==> src/rtl/dbg_rom_pkg.sv <==
package dbg_rom_pkg;
    typedef enum logic [0:0] {
        ST_IDLE   = 1'b0,
        ST_ACCESS = 1'b1
    } bus_state_e;

    localparam int unsigned WORD_W      = 32;
    localparam int unsigned IDX_W       = 10;
    localparam int unsigned OFFS_W      = 20;
    localparam int unsigned ENTRY_LIMIT = 960;
    localparam logic [IDX_W-1:0] ID_FIRST = 10'h3F4;
endpackage

==> src/rtl/rom_entry_lut.sv <==
module rom_entry_lut
    import dbg_rom_pkg::*;
#(
    parameter int unsigned NUM_ENTRIES = 3,
    parameter logic [NUM_ENTRIES*OFFS_W-1:0] ENTRY_OFFS = '0
) (
    input  logic [IDX_W-1:0]  idx,
    output logic [WORD_W-1:0] word
);
    logic [WORD_W-1:0] ent [NUM_ENTRIES];

    for (genvar k = 0; k < NUM_ENTRIES; k++) begin : g_ent
        // block offset, reserved zeros, format = 32-bit, present
        assign ent[k] = {ENTRY_OFFS[k*OFFS_W +: OFFS_W], 10'b0, 2'b11};
    end

    always_comb begin
        word = '0;
        for (int k = 0; k < NUM_ENTRIES; k++) begin
            if (idx == IDX_W'(k)) word = ent[k];
        end
    end
endmodule

==> src/rtl/rom_id_regs.sv <==
module rom_id_regs #(
    parameter logic [11:0] PART_NUM   = 12'h000,
    parameter logic [6:0]  JEP_ID     = 7'h00,
    parameter logic [3:0]  JEP_CONT   = 4'h0,
    parameter logic        JEDEC_USED = 1'b0,
    parameter logic [3:0]  REVISION   = 4'h0,
    parameter logic [3:0]  REV_AND    = 4'h0,
    parameter logic [3:0]  CUST_MOD   = 4'h0
) (
    input  logic [3:0] sel,
    output logic [7:0] id_byte
);
    always_comb begin
        case (sel)
            4'h4:    id_byte = {4'h0, JEP_CONT};
            4'h8:    id_byte = PART_NUM[7:0];
            4'h9:    id_byte = {JEP_ID[3:0], PART_NUM[11:8]};
            4'hA:    id_byte = {REVISION, JEDEC_USED, JEP_ID[6:4]};
            4'hB:    id_byte = {REV_AND, CUST_MOD};
            4'hC:    id_byte = 8'h0D;
            4'hD:    id_byte = 8'h10;
            4'hE:    id_byte = 8'h05;
            4'hF:    id_byte = 8'hB1;
            default: id_byte = 8'h00;
        endcase
    end
endmodule

==> src/rtl/dbg_rom_table.sv <==
module dbg_rom_table
    import dbg_rom_pkg::*;
#(
    parameter int unsigned NUM_ENTRIES = 3,
    parameter logic [NUM_ENTRIES*OFFS_W-1:0] ENTRY_OFFS = {20'hFFFFF, 20'h00002, 20'h00001},
    parameter logic [11:0] PART_NUM   = 12'h4A7,
    parameter logic [6:0]  JEP_ID     = 7'h3B,
    parameter logic [3:0]  JEP_CONT   = 4'h4,
    parameter logic        JEDEC_USED = 1'b1,
    parameter logic [3:0]  REVISION   = 4'h2,
    parameter logic [3:0]  REV_AND    = 4'h0,
    parameter logic [3:0]  CUST_MOD   = 4'h0
) (
    input  logic        clk,
    input  logic        rst_n,
    input  logic        psel,
    input  logic        penable,
    input  logic        pwrite,
    input  logic [31:0] paddr,
    output logic [31:0] prdata,
    output logic        pready,
    output logic        pslverr
);
    bus_state_e state_q, state_d;
    logic [IDX_W-1:0]  widx;
    logic [WORD_W-1:0] ent_word;
    logic [7:0]        id_byte;
    logic [WORD_W-1:0] lookup;
    logic              setup_seen;
    logic              unused_addr_bits;

    assign widx             = paddr[11:2];
    assign unused_addr_bits = ^{paddr[31:12], paddr[1:0]};
    assign setup_seen       = psel && !penable;

    rom_entry_lut #(
        .NUM_ENTRIES(NUM_ENTRIES),
        .ENTRY_OFFS (ENTRY_OFFS)
    ) u_entries (
        .idx (widx),
        .word(ent_word)
    );

    rom_id_regs #(
        .PART_NUM  (PART_NUM),
        .JEP_ID    (JEP_ID),
        .JEP_CONT  (JEP_CONT),
        .JEDEC_USED(JEDEC_USED),
        .REVISION  (REVISION),
        .REV_AND   (REV_AND),
        .CUST_MOD  (CUST_MOD)
    ) u_ids (
        .sel    (widx[3:0]),
        .id_byte(id_byte)
    );

    always_comb begin
        if (widx < IDX_W'(ENTRY_LIMIT))  lookup = ent_word;
        else if (widx >= ID_FIRST)       lookup = {24'h0, id_byte};
        else                             lookup = '0;
    end

    // next-state: SETUP_SEEN -> ST_ACCESS, XFER_DONE -> ST_IDLE
    always_comb begin
        unique case (state_q)
            ST_IDLE:   state_d = setup_seen ? ST_ACCESS : ST_IDLE;
            ST_ACCESS: state_d = ST_IDLE;
            default:   state_d = ST_IDLE;
        endcase
    end

    always_ff @(posedge clk or negedge rst_n) begin
        if (!rst_n) state_q <= ST_IDLE;
        else        state_q <= state_d;
    end

    always_ff @(posedge clk or negedge rst_n) begin
        if (!rst_n)          prdata <= '0;
        else if (setup_seen) prdata <= pwrite ? '0 : lookup;
    end

    assign pready  = (state_q == ST_ACCESS);
    assign pslverr = 1'b0;

    p_zero_wait_r1: assert property (@(posedge clk) disable iff (!rst_n)
        setup_seen |=> pready);
    p_hold_idle_r2: assert property (@(posedge clk) disable iff (!rst_n)
        !psel |=> $stable(prdata));
    p_entry_flags_r5: assert property (@(posedge clk) disable iff (!rst_n)
        (setup_seen && !pwrite && widx < IDX_W'(NUM_ENTRIES))
        |=> (prdata[1:0] == 2'b11 && prdata[11:2] == 10'h0));
    p_terminator_r6: assert property (@(posedge clk) disable iff (!rst_n)
        (setup_seen && !pwrite && widx >= IDX_W'(NUM_ENTRIES) && widx < IDX_W'(ENTRY_LIMIT))
        |=> (prdata == 32'h0));
    p_reserved_gap_r9: assert property (@(posedge clk) disable iff (!rst_n)
        (setup_seen && widx >= IDX_W'(ENTRY_LIMIT) && widx < ID_FIRST) |=> (prdata == 32'h0));
    p_id_upper_zero_r9: assert property (@(posedge clk) disable iff (!rst_n)
        (setup_seen && widx >= ID_FIRST) |=> (prdata[31:8] == 24'h0));
    p_write_zero_r10: assert property (@(posedge clk) disable iff (!rst_n)
        (setup_seen && pwrite) |=> (prdata == 32'h0 && pready));
endmodule

==> config.mk <==
export PLATFORM = sky130hd
export DESIGN_NAME = dbg_rom_table
export DESIGN_NICKNAME = d
export VERILOG_FILES = /design/src/rtl/dbg_rom_pkg.sv /design/src/rtl/rom_entry_lut.sv /design/src/rtl/rom_id_regs.sv /design/src/rtl/dbg_rom_table.sv
export SDC_FILE = /design/constraint.sdc
export NUM_CORES = 1
export LEC_CHECK = 0
export BUFFER_PORTS_ARGS = -buffer_cell sky130_fd_sc_hd__buf_2
export CORE_MARGIN = 2
export CORE_UTILIZATION = 33
export DETAILED_ROUTE_END_ITERATION = 10
export PLACE_DENSITY = 0.75
export SLEW_MARGIN = 40
export SYNTH_ARGS = -nofsm -noshare
export SYNTH_HDL_FRONTEND = slang
export SYNTH_SLANG_ARGS = --single-unit
==> constraint.sdc <==
create_clock -name clk -period 1.05 [get_ports clk]
set_clock_uncertainty 0.15 [all_clocks]
set_input_delay 0.105 -clock clk [delete_from_list [all_inputs] [get_ports clk]]
set_output_delay 0.105 -clock clk [all_outputs]
set_load 0.005 [all_outputs]
==> flow_summary.yaml, run 1 <==
clock_network:
  ctsLongestPathBuffers: 2
  htree_levels: 1
  clock-sinks: 11
  cts_buffers: 3
  clk_pin_slew_worst_paths_ns: 0.07
  cts_tree: "done"
  clk_latency_ns: 0.28
  clockRootBuffer: "clkbuf_4"
detailed_routing:
  drtAntennaViolNets: 0
  wirelength_um: 1880
  num_vias: 717
  avgViaCountPerCell: 4.57
  wl_per_cell_um: 12.0
  drc: 0
  first_iter_violations: 2
  firstDrtPassIters: 4
layout:
  final_nets: 167
  final.fill_count: 209
  syn_to_final_growth_pct: 56.6
  fin_util: 0.551
  diodes: 0
  final_cell_mix: "28 x buf_6, 20 x buf_2, 15 x buf_4"
  design_area_um2: 1220
  final_common_cell: "buf_6"
  drive_gt1_frac: 0.612
floorplanning:
  pin_count: 71
  coreArea_um2: 2210
  chipHeight_um: 52.6
  fp.dieArea_um2: 2760
  start_util: 0.352
  num_rows: 17
  die_x_um: 52.6
yosys:
  synthTopCellsByArea: "dfrtp_1 35%, buf_4 23%, nand2_1 3.9%"
  syn_inst: 83
  synth.avg_cell_area_um2: 9.38
  synth_top_area_frac: 0.354
  ys_seq_area_frac: 0.354
  synth-seq-cells: 11
  yosys_warnings: 0
  yosysTopAreaCell: "dfrtp_1"
  ys_types: 30
  synthesis.area_um2: 778
pwr:
  combPwrFrac: 0.183
  total_leakage_power_uw: 0.000643
  clock_power_share: 0.337
  p_per_area_nw_per_um2: 731
  ir_drop_mv: 0.502
  power_frac_seq: 0.480
  p_int_uw: 654
  power.switching_uw: 237
  switching_share: 0.266
critical_path:
  cp_top_family: "simple AND/OR/NAND/NOR gates"
  worst-path-buf-inv: 1
  critPathMaxFanout: 4
  required_ns: 1.11
  end_kind: "flop"
  slowest_delay_ns: 0.54
  cp-start-kind: "input pin"
  cp_data_arrival_time_ns: 1.39
  path_class: "in2reg"
  slowest_stage: "or4b_4"
  cp_cell_sequence: "buf_6 > or4b_4 > or3_4 > a21o_1 > o211ai_2"
global_route:
  grt_antenna_before_repair: 0
  gr-usage-all-layers: 0.146
  grt_max_degree: 13
  grt_overflow_total: 0
  grt_pass1_vias: 634
  grt_pass1_wl_um: 2770
sta:
  fin_crit_sh: 1.27
  slew_viol_final: 0
  fmax_mhz: 751
  hold_viol_final: 0
  setup_violations: 26
  setup_ws_ns: -0.282
  period_needed_ns: 1.33
  grt_setup_unrepaired: "true"
place:
  dp_hpwl_um: 1260
  gp_congestion: 0.780
  portBuffers: 42
  place_ws_ns: -0.610
  dpl_cell_area_um2: 915
outcome:
  violations: "setup timing"
  status: "finished with violations"
flow_run:
  drv_cap: 0
hold_path:
  hold_class: "in2reg"
-- path summary, 6_finish.rpt --
check,slack (ns),startpoint,depth (start not counted),to
setup reg to reg,-0.11,prdata[30],3,prdata[30]
hold / removal,0.04,paddr[5],3,prdata[2]
max in group asynchronous,0.48,rst_n,2,prdata[30]
setup / recovery,-0.28,paddr[4],5,prdata[0]
min in group asynchronous,0.06,rst_n,2,prdata[5]
hold reg to reg,0.27,pready,1,pready
-- cells in the mapped netlist --
cell type	count
or4_1	1
conb_1	1
o31ai_1	2
nor4_1	2
or4_4	1
buf_6	2
or3_1	1
a21o_1	1
or4b_4	1
xnor2_1	3
buf_4	24
nor2_2	1
inv_1	1
o21ai_0	5
or2b_1	1
a22o_1	3
mux2_2	1
or3_4	1
nand4_1	1
nand3_1	1
nand2_1	8
dfrtp_1	11
nand2b_1	2
nor2_1	1
o21ai_1	1
a21oi_1	1
o2bb2ai_1	1
a21o_2	1
clkbuf_1	2
o211ai_2	1
-- flip-flops by register name, summed over array words and instances (netlist names) --
| signal | cells |
|---|---|
| prdata | 10 |
| pready | 1 |
-- per-layer routing --
| layer | part of all wire | wire, um | global-route usage | vias up |
|---|---|---|---|---|
| met1 | 0.35 | 653 | 0.137 | 327 |
| met2 | 0.55 | 1020 | 0.273 | 40 |
| li1 | - | - | - | 346 |
| met4 | 0.023 | 44 | 0.0897 | 0 |
| met5 | 0 | 0 | 0 | - |
| met3 | 0.083 | 155 | 0.0400 | 4 |
-- area by class of cell --
cell class / instances / area, um2 / share of cell area
clock buffer: 3 / 22.5 / 0.0185
sequential: 11 / 277 / 0.227
inverter: 1 / 3.75 / 0.00308
clock inverter: 1 / 5.00 / 0.00411
multi-input combinational: 48 / 328 / 0.269
tap: 28 / 35.0 / 0.0287
timing repair buffer: 65 / 548 / 0.450
-- tightest hold or removal path, cell delays in order --
cell       delay, ns
buf_6           0.07
o2bb2ai_1       0.12
a22o_1          0.13
-- metrics by stage --
| step | instances | total power (uW) | setup TNS, ns | hold WS (ns) |
|---|---|---|---|---|
| after CTS | 153 | 896 | -4.57 | 0.0516 |
| after floorplan | 88 | 524 | -3.01 | -0.341 |
| after detailed placement | 140 | 576 | -4.46 | -0.161 |
| after global routing | 157 | 948 | -5.88 | 0.0433 |
| final | 157 | 891 | -4.73 | 0.0381 |
| after global placement | 140 | 570 | -4.25 | -0.173 |
-- power groups by stage --
stage,clock network (uW),registers (uW),logic (uW)
2_1_floorplan,0,437,87.5
3_3_place_gp,0,436,134
3_5_place_dp,0,436,139
4_1_cts,314,427,155
5_1_grt,339,428,181
6_report,300,427,164
-- cell families (layout without fill, tap and decap cells) --
kind of cell	count (synthesis)	after routing	share of synthesized area
mux	1	1	0.0145
simple gates	22	22	0.172
flops	11	11	0.354
other cells	1	6	0.00482
xor+xnor	3	3	0.0338
compound gates	16	16	0.146
buf+inv	29	70	0.275
-- repair_timing --
action / CTS / global route
hold buffers: 2 / 0
setup buffers: 6 / 3
gates resized for setup: 18 / 16
hold endpoints to repair: 13 / 0
setup endpoints to repair: 34 / 35
pin swaps: 5 / 2
cloned: 1 / 1
Note: power is estimated with default switching activity, not from simulation.
==> run 2: changes to the inputs <==
Settings changed: PLACE_DENSITY 0.75 to 0.72.
==> flow_summary.yaml, run 2 (synthesized netlist as in run 1, its figures left out) <==
outcome:
  status: "finished with violations"
  violations: "setup timing"
floorplanning:
  chipHeight_um: 52.6
  pin_count: 71
  start_util: 0.352
  coreArea_um2: 2210
  die_x_um: 52.6
  fp.dieArea_um2: 2760
  num_rows: 17
place:
  gp_congestion: 0.746
  place_ws_ns: -0.617
  dpl_cell_area_um2: 922
  dp_hpwl_um: 1300
  portBuffers: 42
layout:
  final.fill_count: 205
  final_cell_mix: "30 x buf_2, 17 x buf_6, 17 x buf_4"
  final_common_cell: "buf_2"
  multi_input_comb_area_um2: 342
  top_register: "prdata"
  syn_to_final_growth_pct: 50.6
  drive_gt1_frac: 0.631
  design_area_um2: 1170
  diodes: 0
  final_nets: 168
  layout.area.seq_um2: 277
  largest_reg_flops: 10
sta:
  slew_viol_final: 0
  finalSetupTns_ns: -4.79
  fin_crit_sh: 1.30
  hold_viol_final: 0
  fmax_mhz: 733
  grt_setup_unrepaired: "true"
  setup_ws_ns: -0.315
  setup_violations: 27
  period_needed_ns: 1.36
critical_path:
  critPathMaxFanout: 4
  end_kind: "flop"
  slowest_delay_ns: 0.53
  required_ns: 1.09
  cp_cell_sequence: "buf_6 > or4b_4 > or3_4 > a21o_1 > o211ai_2"
  cp-start-kind: "input pin"
  slowest_stage: "or4b_4"
  cp_data_arrival_time_ns: 1.41
  path_class: "in2reg"
detailed_routing:
  wl_per_cell_um: 11.3
  firstDrtPassIters: 4
  first_iter_violations: 10
  drtAntennaViolNets: 0
  avgViaCountPerCell: 4.61
  num_vias: 728
  wirelength_um: 1780
  drc: 0
global_route:
  grt_pass1_vias: 618
  gr-usage-all-layers: 0.130
  grt_pass1_wl_um: 2570
  grt_antenna_before_repair: 0
  grt_max_degree: 20
  grt_overflow_total: 0
clock_network:
  cts_tree: "done"
  clk_pin_slew_worst_paths_ns: 0.07
  clockRootBuffer: "clkbuf_4"
  cts_buffers: 3
  clock-sinks: 11
  ctsLongestPathBuffers: 2
  htree_levels: 1
  clk_latency_ns: 0.26
pwr:
  ir_drop_mv: 0.424
  finalPower_uw: 880
  total_leakage_power_uw: 0.000640
  p_per_area_nw_per_um2: 750
hold_path:
  hold_class: "in2async"
flow_run:
  drv_cap: 0
run 2: cell count changes in the layout (fill, tap and decap cells not counted):
cell	previous run	this run
o21ai_2	1	3
buf_4	15	17
nor4_1	2	1
nor4_2	0	1
buf_2	20	30
clkbuf_1	0	1
clkinv_2	1	0
o21ai_1	3	1
buf_6	28	17
run 2: metrics by stage:
step	util	hold WS (ns)	cells
4_1_cts	0.458	0.0818	148
2_1_floorplan	-	-0.341	88
3_3_place_gp	0.417	-0.169	141
5_1_grt	0.530	0.100	158
3_5_place_dp	0.417	-0.161	141
6_report	0.530	0.0795	158
run 2: worst max-delay path: cells and delay by family:
family / cells / cell delay (ns)
and+or+nand+nor: 2 / 0.96
AOI/OAI and AO/OA: 2 / 0.24
buffers and inverters: 1 / 0.09
run 2: per-layer routing:
metal / global-route usage / wire, um / up-vias
met5: 0 / 0 / -
met4: 0.0513 / 21 / 0
met3: 0.0371 / 142 / 2
met2: 0.233 / 974 / 46
met1: 0.142 / 645 / 328
li1: - / - / 352
run 2: power breakdown:
group	internal [uW]	switching, uW	leakage [uW]
clock network	147	140	0.0000150
logic	87.2	78.0	0.000474
registers	426	1.54	0.000151
total	661	219	0.000640
run 2: worst paths after layout:
kind	startpoint	to	slack, ns	cells past startpoint
worst min-delay path	rst_n	pready	0.08	2
max in group asynchronous	rst_n	prdata[30]	0.44	2
worst max register to register	prdata[30]	prdata[30]	-0.11	3
worst min register to register	prdata[4]	prdata[4]	0.33	2
worst max-delay path	penable	prdata[0]	-0.31	5
min in group clk	pwrite	prdata[3]	0.10	4
run 2: repair_timing:
item / CTS / global route
hold endpoints to repair: 13 / 0
gates resized for setup: 8 / 18
pin swaps: 6 / 3
buffers inserted: 1 / 9
setup endpoints to repair: 30 / 37
cloned: 0 / 1
hold buffers: 2 / 0
run 2: cell type report:
cell class / count / share of cell area
timing repair buffer: 66 / 0.417
multi-input combinational: 48 / 0.291
sequential: 11 / 0.236
tap: 28 / 0.0299
clock buffer: 4 / 0.0224
inverter: 1 / 0.00320
==> run 3: changes to the inputs <==
==> constraint.sdc (replaced) <==
create_clock -name clk -period 1.05 [get_ports clk]
set_clock_uncertainty 0.15 [all_clocks]
set_input_delay 0.2625 -clock clk [delete_from_list [all_inputs] [get_ports clk]]
set_output_delay 0.2625 -clock clk [all_outputs]
set_load 0.005 [all_outputs]
==> flow_summary.yaml, run 3 (synthesized netlist as in run 1, its figures left out) <==
flow_run:
  drv_cap: 0
floorplanning:
  die_x_um: 52.6
  coreArea_um2: 2210
  start_util: 0.352
  num_rows: 17
  pin_count: 71
  fp.dieArea_um2: 2760
  chipHeight_um: 52.6
critical_path:
  path_class: "in2reg"
  rr_worst_depth: 4
  cp-start-kind: "input pin"
  critPathMaxFanout: 4
  slowest_stage: "or4_4"
  slowest_delay_ns: 0.54
  cp_data_arrival_time_ns: 1.60
  end_kind: "flop"
  r2r-start: "prdata[30]"
  cp_cell_sequence: "buf_6 > or4_4 > or3_4 > a21o_1 > o211ai_2"
  reg2reg_to: "prdata[30]"
  worst-path-buf-inv: 1
  r2r_setup_slack_ns: -0.28
  required_ns: 1.09
  cp_top_family: "simple AND/OR/NAND/NOR gates"
detailed_routing:
  drtAntennaViolNets: 0
  drc: 0
  wl_per_cell_um: 12.2
  first_iter_violations: 7
  firstDrtPassIters: 3
  wirelength_um: 1970
  avgViaCountPerCell: 4.52
  num_vias: 728
place:
  place_ws_ns: -0.771
  dpl_cell_area_um2: 933
  gp_congestion: 0.800
  portBuffers: 42
  dp_hpwl_um: 1260
pwr:
  p_per_area_nw_per_um2: 725
  total_leakage_power_uw: 0.000667
  finalPower_uw: 898
  ir_drop_mv: 0.461
sta:
  setup_ws_ns: -0.512
  grt_setup_unrepaired: "true"
  holdWs_ns: 0.207
  slew_viol_final: 0
  finalSetupTns_ns: -11.02
  fmax_mhz: 640
  hold_viol_final: 0
  fin_crit_sh: 1.49
  period_needed_ns: 1.56
  setup_violations: 37
clock_network:
  clock-sinks: 11
  clk_latency_ns: 0.26
  htree_levels: 1
  clk_pin_slew_worst_paths_ns: 0.07
  cts_buffers: 3
  clockRootBuffer: "clkbuf_4"
  cts_tree: "done"
  ctsLongestPathBuffers: 2
layout:
  top_register: "prdata"
  largest_reg_flops: 10
  final_common_cell: "buf_2"
  diodes: 0
  final.fill_count: 203
  design_area_um2: 1240
  final_nets: 171
  final_cell_mix: "27 x buf_2, 23 x buf_6, 18 x buf_4"
  drive_gt1_frac: 0.662
  syn_to_final_growth_pct: 59.0
global_route:
  grt_max_degree: 20
  grt_pass1_wl_um: 2630
  grt_pass1_vias: 623
  grt_overflow_total: 0
  grt_antenna_before_repair: 0
  gr-usage-all-layers: 0.132
hold_path:
  worstHoldEndpoint: "prdata[3]"
  whs_path_depth: 3
  hold_class: "in2reg"
  hold_path_startpoint: "paddr[2]"
outcome:
  violations: "setup timing"
  status: "finished with violations"
## run 3: how the worst max path moves through the flow
stage | from | to | slack (ns) | depth (start not counted)
5_1_grt | paddr[8] | prdata[0] | -0.53 | 5
4_1_cts | paddr[4] | prdata[1] | -0.47 | 5
6_report | paddr[8] | prdata[0] | -0.51 | 5
3_3_place_gp | paddr[5] | prdata[0] | -0.74 | 5
3_5_place_dp | paddr[5] | prdata[0] | -0.77 | 5
2_1_floorplan | paddr[4] | prdata[0] | -0.67 | 5
## run 3: per-stage QoR
stage / instances / utilization
floorplan: 88 / -
detailed placement: 142 / 0.422
CTS: 151 / 0.468
finish: 161 / 0.559
global placement: 142 / 0.422
global route: 161 / 0.559
## run 3: report_power, final
group / internal (uW) / switching, uW / total [uW]
Sequential: 426 / 1.40 / 428
Clock: 147 / 133 / 280
Combinational: 104 / 85.6 / 190
Total: 677 / 221 / 898
## run 3: final cells by class
cell class / count / area, um2 / area share
timing repair buffer: 69 / 539 / 0.436
inverter: 1 / 3.75 / 0.00303
tap: 28 / 35.0 / 0.0283
clock buffer: 4 / 26.3 / 0.0212
sequential: 11 / 279 / 0.225
multi-input combinational: 48 / 354 / 0.286
## run 3: what timing repair did
| item | in CTS | in global routing |
|---|---|---|
| pin swaps | 5 | 13 |
| hold endpoints to repair | 11 | 0 |
| buffers inserted | 4 | 11 |
| gates cloned | 0 | 1 |
| hold buffers | 1 | 0 |
| resized for setup | 7 | 29 |
| endpoints found under the setup margin | 38 | 38 |
## run 3: routing by layer
layer  vias up  part of all wire  global-route usage
met5         -                 0                   0
met1       343              0.36               0.142
met3         2             0.052              0.0171
li1        353                 -                   -
met4         0            0.0096              0.0897
met2        30              0.58               0.238
## run 3: worst reg2reg max path, delay by kind of cell (launching register included)
| kind | cells | cell delay, ns |
|---|---|---|
| DFF | 1 | 0.50 |
| buffers and inverters | 3 | 0.38 |
| AOI/OAI and AO/OA | 1 | 0.19 |
